<file path="src/rtl/irqsb_pkg.sv">
package irqsb_pkg;
   localparam int ADDR_W = 2;

   typedef enum logic [ADDR_W-1:0] {
      RA_STATUS  = 2'd0,
      RA_MASK    = 2'd1,
      RA_CTRL    = 2'd2,
      RA_SUMMARY = 2'd3
   } reg_addr_e;

   localparam int CTRL_VIS_BIT = 0;
endpackage

</file>
<file path="src/rtl/irqsb_qualify.sv">
module irqsb_qualify #(
   parameter int NUM_EVT      = 8,
   parameter int ALLSENT_BIT  = 1,
   parameter int SIGEMPTY_BIT = 3
) (
   input  logic [NUM_EVT-1:0] evt_i,
   input  logic               hdlc_mode_i,
   input  logic               ser_sig_en_i,
   output logic [NUM_EVT-1:0] qual_o
);
   for (genvar i = 0; i < NUM_EVT; i++) begin : g_bit
      if (i == ALLSENT_BIT) begin : g_allsent
         assign qual_o[i] = evt_i[i] & hdlc_mode_i;
      end else if (i == SIGEMPTY_BIT) begin : g_sigempty
         assign qual_o[i] = evt_i[i] & ~ser_sig_en_i;
      end else begin : g_plain
         assign qual_o[i] = evt_i[i];
      end
   end
endmodule

</file>
<file path="src/rtl/irqsb_cfg.sv">
module irqsb_cfg #(
   parameter int NUM_EVT = 8,
   parameter int DATA_W  = 8
) (
   input  logic                         clk,
   input  logic                         rst_n,
   input  logic                         wr_en_i,
   input  logic [irqsb_pkg::ADDR_W-1:0] wr_addr_i,
   input  logic [DATA_W-1:0]            wr_data_i,
   output logic [NUM_EVT-1:0]           mask_o,
   output logic                         vis_o
);
   import irqsb_pkg::*;

   always_ff @(posedge clk or negedge rst_n) begin
      if (!rst_n) begin
         mask_o <= '1;
         vis_o  <= 1'b0;
      end else if (wr_en_i) begin
         if (wr_addr_i == RA_MASK) mask_o <= wr_data_i[NUM_EVT-1:0];
         if (wr_addr_i == RA_CTRL) vis_o  <= wr_data_i[CTRL_VIS_BIT];
      end
   end
endmodule

</file>
<file path="src/rtl/irqsb_latch.sv">
module irqsb_latch #(
   parameter int NUM_EVT     = 8,
   parameter int ALLSENT_BIT = 1
) (
   input  logic               clk,
   input  logic               rst_n,
   input  logic [NUM_EVT-1:0] qual_i,
   input  logic [NUM_EVT-1:0] mask_i,
   input  logic               vis_i,
   input  logic               clr_i,
   input  logic               hdlc_mode_i,
   output logic [NUM_EVT-1:0] status_o
);
   logic [NUM_EVT-1:0] accept;
   logic [NUM_EVT-1:0] status_d;

   always_comb begin
      accept   = qual_i & (~mask_i | {NUM_EVT{vis_i}});
      status_d = (clr_i ? '0 : status_o) | accept;
   end

   always_ff @(posedge clk or negedge rst_n) begin
      if (!rst_n) status_o <= '0;
      else        status_o <= status_d;
   end

   // bits are sticky unless a clearing read occurs
   a_r2_sticky: assert property (@(posedge clk) disable iff (!rst_n)
      !clr_i |=> (($past(status_o) & ~status_o) == '0));

   // a clearing read with no incoming event empties the bank
   a_r3_clear: assert property (@(posedge clk) disable iff (!rst_n)
      (clr_i && (qual_i == '0)) |=> (status_o == '0));

   // with visibility off, a masked event sets nothing new
   a_r5_masked_dropped: assert property (@(posedge clk) disable iff (!rst_n)
      !vis_i |=> ((status_o & ~$past(status_o) & $past(mask_i)) == '0));

   // all-sent cannot appear outside HDLC mode
   a_r10_allsent_gated: assert property (@(posedge clk) disable iff (!rst_n)
      (!hdlc_mode_i && !status_o[ALLSENT_BIT]) |=> !status_o[ALLSENT_BIT]);
endmodule

</file>
<file path="src/rtl/irq_status_bank.sv">
module irq_status_bank #(
   parameter int NUM_EVT      = 8,
   parameter int DATA_W       = 8,
   parameter int UNDERRUN_BIT = 0,
   parameter int ALLSENT_BIT  = 1,
   parameter int SIGEMPTY_BIT = 3
) (
   input  logic                         clk,
   input  logic                         rst_n,
   input  logic [NUM_EVT-1:0]           evt_i,
   input  logic                         hdlc_mode_i,
   input  logic                         ser_sig_en_i,
   input  logic                         rd_en_i,
   input  logic [irqsb_pkg::ADDR_W-1:0] rd_addr_i,
   output logic [DATA_W-1:0]            rd_data_o,
   input  logic                         wr_en_i,
   input  logic [irqsb_pkg::ADDR_W-1:0] wr_addr_i,
   input  logic [DATA_W-1:0]            wr_data_i,
   output logic                         irq_o,
   output logic                         tx_lockout_o
);
   import irqsb_pkg::*;

   localparam int PAD_W = DATA_W - NUM_EVT;

   if (NUM_EVT > DATA_W) begin : g_bad_width
      $error("irq_status_bank: NUM_EVT exceeds DATA_W");
   end
   if (UNDERRUN_BIT >= NUM_EVT || ALLSENT_BIT >= NUM_EVT || SIGEMPTY_BIT >= NUM_EVT) begin : g_bad_role
      $error("irq_status_bank: event role index out of range");
   end

   logic [NUM_EVT-1:0] qual;
   logic [NUM_EVT-1:0] mask;
   logic [NUM_EVT-1:0] status;
   logic               vis;
   logic               clr;
   logic               pending;
   logic [DATA_W-1:0]  st_ext;
   logic [DATA_W-1:0]  mask_ext;
   logic [DATA_W-1:0]  rd_mux;

   assign clr     = rd_en_i && (rd_addr_i == RA_STATUS);
   assign pending = |(status & ~mask);

   irqsb_qualify #(
      .NUM_EVT(NUM_EVT), .ALLSENT_BIT(ALLSENT_BIT), .SIGEMPTY_BIT(SIGEMPTY_BIT)
   ) u_qual (
      .evt_i(evt_i), .hdlc_mode_i(hdlc_mode_i), .ser_sig_en_i(ser_sig_en_i), .qual_o(qual)
   );

   irqsb_cfg #(.NUM_EVT(NUM_EVT), .DATA_W(DATA_W)) u_cfg (
      .clk(clk), .rst_n(rst_n), .wr_en_i(wr_en_i), .wr_addr_i(wr_addr_i),
      .wr_data_i(wr_data_i), .mask_o(mask), .vis_o(vis)
   );

   irqsb_latch #(.NUM_EVT(NUM_EVT), .ALLSENT_BIT(ALLSENT_BIT)) u_latch (
      .clk(clk), .rst_n(rst_n), .qual_i(qual), .mask_i(mask), .vis_i(vis),
      .clr_i(clr), .hdlc_mode_i(hdlc_mode_i), .status_o(status)
   );

   if (PAD_W > 0) begin : g_pad
      assign st_ext   = {{PAD_W{1'b0}}, status};
      assign mask_ext = {{PAD_W{1'b0}}, mask};
   end else begin : g_nopad
      assign st_ext   = status;
      assign mask_ext = mask;
   end

   always_comb begin
      rd_mux = '0;
      unique case (rd_addr_i)
         RA_STATUS:  rd_mux = st_ext;
         RA_MASK:    rd_mux = mask_ext;
         RA_CTRL:    rd_mux[CTRL_VIS_BIT] = vis;
         RA_SUMMARY: rd_mux[0] = pending;
         default:    rd_mux = '0;
      endcase
   end

   always_ff @(posedge clk or negedge rst_n) begin
      if (!rst_n) begin
         rd_data_o    <= '0;
         irq_o        <= 1'b0;
         tx_lockout_o <= 1'b0;
      end else begin
         if (rd_en_i) rd_data_o <= rd_mux;
         irq_o        <= pending;
         tx_lockout_o <= evt_i[UNDERRUN_BIT] | (tx_lockout_o & ~clr);
      end
   end

   // an underrun always raises the lockout in the next cycle
   a_r9_lockout_set: assert property (@(posedge clk) disable iff (!rst_n)
      evt_i[UNDERRUN_BIT] |=> tx_lockout_o);

   // the lockout only drops after a status read
   a_r9_lockout_hold: assert property (@(posedge clk) disable iff (!rst_n)
      (tx_lockout_o && !clr) |=> tx_lockout_o);

   // an empty bank is followed by a low interrupt
   a_r7_irq_idle: assert property (@(posedge clk) disable iff (!rst_n)
      (status == '0) |=> !irq_o);

   // read data holds while no read is issued
   a_r12_rd_hold: assert property (@(posedge clk) disable iff (!rst_n)
      !rd_en_i |=> $stable(rd_data_o));
endmodule

</file>
<file path="config.mk">
export PLATFORM = sky130hd
export DESIGN_NAME = irq_status_bank
export DESIGN_NICKNAME = d
export VERILOG_FILES = /design/src/rtl/irqsb_pkg.sv /design/src/rtl/irqsb_qualify.sv /design/src/rtl/irqsb_cfg.sv /design/src/rtl/irqsb_latch.sv /design/src/rtl/irq_status_bank.sv
export SDC_FILE = /design/constraint.sdc
export NUM_CORES = 1
export LEC_CHECK = 0
export ABC_AREA = 1
export BUFFER_PORTS_ARGS = -buffer_cell sky130_fd_sc_hd__buf_2
export CORE_AREA = 2 2 81 44
export CTS_CLUSTER_DIAMETER = 100
export DETAILED_ROUTE_END_ITERATION = 8
export DIE_AREA = 0 0 83 46
export GPL_TIMING_DRIVEN = 1
export PLACE_DENSITY_LB_ADDON = 0.12
export SLEW_MARGIN = 20
export SYNTH_ARGS = -nofsm -noshare
export SYNTH_HDL_FRONTEND = slang
export SYNTH_SLANG_ARGS = --single-unit
</file>
<file path="constraint.sdc">
create_clock -name clk -period 0.99 [get_ports clk]
set_input_delay 0.1485 -clock clk [delete_from_list [all_inputs] [get_ports clk]]
set_output_delay 0.1485 -clock clk [all_outputs]
set_load 0.02 [all_outputs]
</file>
==> flow_summary.yaml <==
critical_path:
  crit_path_cell_trace: "inv_2 -> nand2_2 -> nand2_2 -> nor2_1 -> nand2_1 -> nand2_1 -> nand3_1 -> nand2_1 -> nand2_1"
  cp_num_buf_inv: 1
  critPathRequiredTime_ns: 1.16
  crit_arrival_ns: 1.38
  cpLargestDelayFamily: "flip-flops"
  critPathKind: "reg -> reg"
  crit_path_frequent_cell: "nand2_1"
  slowest_delay_ns: 0.55
  path_max_fanout: 2
  critPathCaptureType: "register"
  cp-start-kind: "register"
  slowest_stage: "dfstp_2"
drt:
  wl_per_cell_um: 12.8
  via_per_inst: 4.74
  drt_iter0_drc: 65
  vias: 1166
  ant_nets: 0
  drt_wl_total_um: 3140
  firstDrtPassIters: 4
  drc_errors: 0
yosys:
  syn-cell-area_um2: 1220
  synth-async-reset-ratio_pct: 100
  synth_top_area_share_pct: 39.1
  yosysMostFrequentCell: "nand2_1"
  synthTopCellsByCount: "nand2_1 (40), dfrtp_1 (19), inv_1 (14), nand3_1 (14), nor2_1 (12)"
  syn_inst: 144
  synth-compound-area-share_pct: 11.4
  syn_avg_cell_area_um2: 8.45
  synth-simple-area-share_pct: 25.5
  synth.mux.area_fraction_pct: 0
  yosysSeqAreaShare_pct: 56.4
  synth_edf_count: 0
  synthFlopType: "dfrtp_1"
  synth_top_family_by_area: "simple AND/OR/NAND/NOR gates"
  synth-seq-cells: 27
  ys_types: 20
  synth_xor_area_share_pct: 0
  synth_largest_area_cell: "dfrtp_1"
  syn-num-nets: 170
  ys_top_cells_by_area: "dfrtp_1 (39%), dfstp_2 (17%), nand2_1 (12%)"
  synthAdderAreaFrac_pct: 0
  yosysWarnings: 0
clock_tree:
  numCtsBuffers: 3
  root_buffer: "clkbuf_8"
  clkLatencyLatePin_ns: 0.27
  cts_max_path_buffers: 2
  cts_tree: "built"
  clock-sinks: 27
  clk_pin_slew_ns: 0.09
  htree_levels: 1
cells_and_area:
  nets: 231
  area_delta_synth_final_pct: 42.6
  final_core_util_pct: 54.0
  drive_gt1_share_pct: 43.6
  antenna_cells: 0
sta:
  setup_tns_ns: -0.818
  relSlewSlack_pct: 73.9
  timing.final.hold_violations: 0
  fmax_mhz: 829
  period_minus_slack_ns: 1.21
  finalSetupViolations: 10
  hold_slack_ns: 0.0865
  worst_slew_pin_slew_ns: 0.391
  fin_skew_ns: 0.00478
  rsz0062_at_grt: "yes"
  post-route-worst-setup-slack_ns: -0.217
  fin_crit_sh_pct: 122
  slew_violations: 0
floorplanning:
  ios: 36
  initial_utilization_pct: 37.9
  fp.dieW_um: 83
  rows: 15
  dieArea_um2: 3820
  core_um2: 3210
  die_h_um: 46
run:
  drv_cap: 0
pwr:
  power_uw: 2850
  ir_drop_mv: 0.695
  power_density_nw_per_um2: 1640
  p_leak_uw: 0.000917
global_route:
  grt.total_usage_pct: 16.8
  grt_max_degree: 28
  grt_overflow: 0
  first_global_vias: 1113
  antenna_found_initial: 0
  grt_pass1_wl_um: 4830
min_path:
  hp-class: "in -> reg"
status:
  violations: "negative setup slack"
  status: "complete, but fails checks"
placement:
  gp_congestion: 0.764
  post-place-ws_ns: -0.209
  port_buffers: 35
  dp_hpwl_um: 2210
==> routing by layer <==
layer,wire (um),track usage [%]
met5,0,0
met4,16,4.92
met2,1520,30.6
met1,1450,20.6
met3,145,3.99
==> placed cells by master, fill, tap and decap left out, types with 2 or more instances in the layout <==
master | Yosys | routed
nand3_1 | 14 | 14
buf_12 | 0 | 2
o21ai_0 | 6 | 5
buf_4 | 0 | 18
nand2_1 | 40 | 36
nand2_2 | 1 | 5
o21ai_1 | 4 | 4
clkbuf_8 | 0 | 3
a21oi_2 | 0 | 2
inv_2 | 4 | 8
nor2_1 | 12 | 12
dfrtp_1 | 19 | 19
dfstp_2 | 8 | 8
buf_6 | 0 | 6
o211ai_1 | 4 | 4
buf_2 | 2 | 32
a21oi_1 | 9 | 7
inv_1 | 14 | 10
==> registers in the layout (all words and copies together), names as in the netlist <==
| name | cells |
|---|---|
| rd_data_o | 8 |
| u_cfg.mask_o | 8 |
| u_latch.status_o | 8 |
| irq_o | 1 |
| tx_lockout_o | 1 |
| u_cfg.vis_o | 1 |
==> kinds of logic after synthesis <==
kind of cell           after synthesis
AOI/OAI and AO/OA                   25
DFF                                 27
buffers and inverters               21
and+or+nand+nor                     71
==> per-stage QoR <==
| stage | area, um^2 | std cells |
|---|---|---|
| after global routing | 1730 | 246 |
| after floorplan | 1220 | 144 |
| after detailed placement | 1580 | 235 |
| final | 1730 | 246 |
| after global placement | 1580 | 235 |
| after CTS | 1660 | 241 |
==> where the power goes <==
group	internal, uW	total (uW)	switching [uW]
sequential	1300	1420	118
clock	288	624	335
combinational	402	808	406
==> layout make-up <==
class	count	area, um^2
Sequential cell	27	686
Inverter	18	67.6
Fill cell	291	1480
Clock buffer	4	45.0
Timing Repair Buffer	59	413
Tap cell	42	52.6
Multi-Input combinational cell	96	470
==> worst reg2reg max path: stages (launching register included) <==
cell	delay, ns
dfstp_2	0.55
inv_2	0.04
nand2_2	0.06
nand2_2	0.06
nor2_1	0.09
nand2_1	0.07
nand2_1	0.06
nand3_1	0.06
nand2_1	0.06
nand2_1	0.05
==> final timing paths <==
kind,from,end,slack [ns],depth (start not counted)
min in group asynchronous,rst_n,u_latch.status_o[5],0.34,3
worst min register to register,u_cfg.mask_o[0],u_cfg.mask_o[0],0.50,2
worst max register to register,u_cfg.mask_o[6],rd_data_o[0],-0.22,9
worst min-delay path,wr_en_i,u_cfg.vis_o,0.09,2
max in group asynchronous,rst_n,u_cfg.mask_o[5],0.42,3
worst max-delay path,u_cfg.mask_o[6],rd_data_o[0],-0.22,9
==> timing repair <==
| action | in CTS | in global routing |
|---|---|---|
| hold endpoints to repair | 19 | 0 |
| buffers inserted | 1 | 7 |
| gates cloned | 0 | 0 |
| hold buffers | 1 | 0 |
| gates resized for setup | 6 | 14 |
| pin swaps | 3 | 4 |
| setup endpoints to repair | 10 | 16 |
Note: power is estimated with default switching activity, not from simulation.
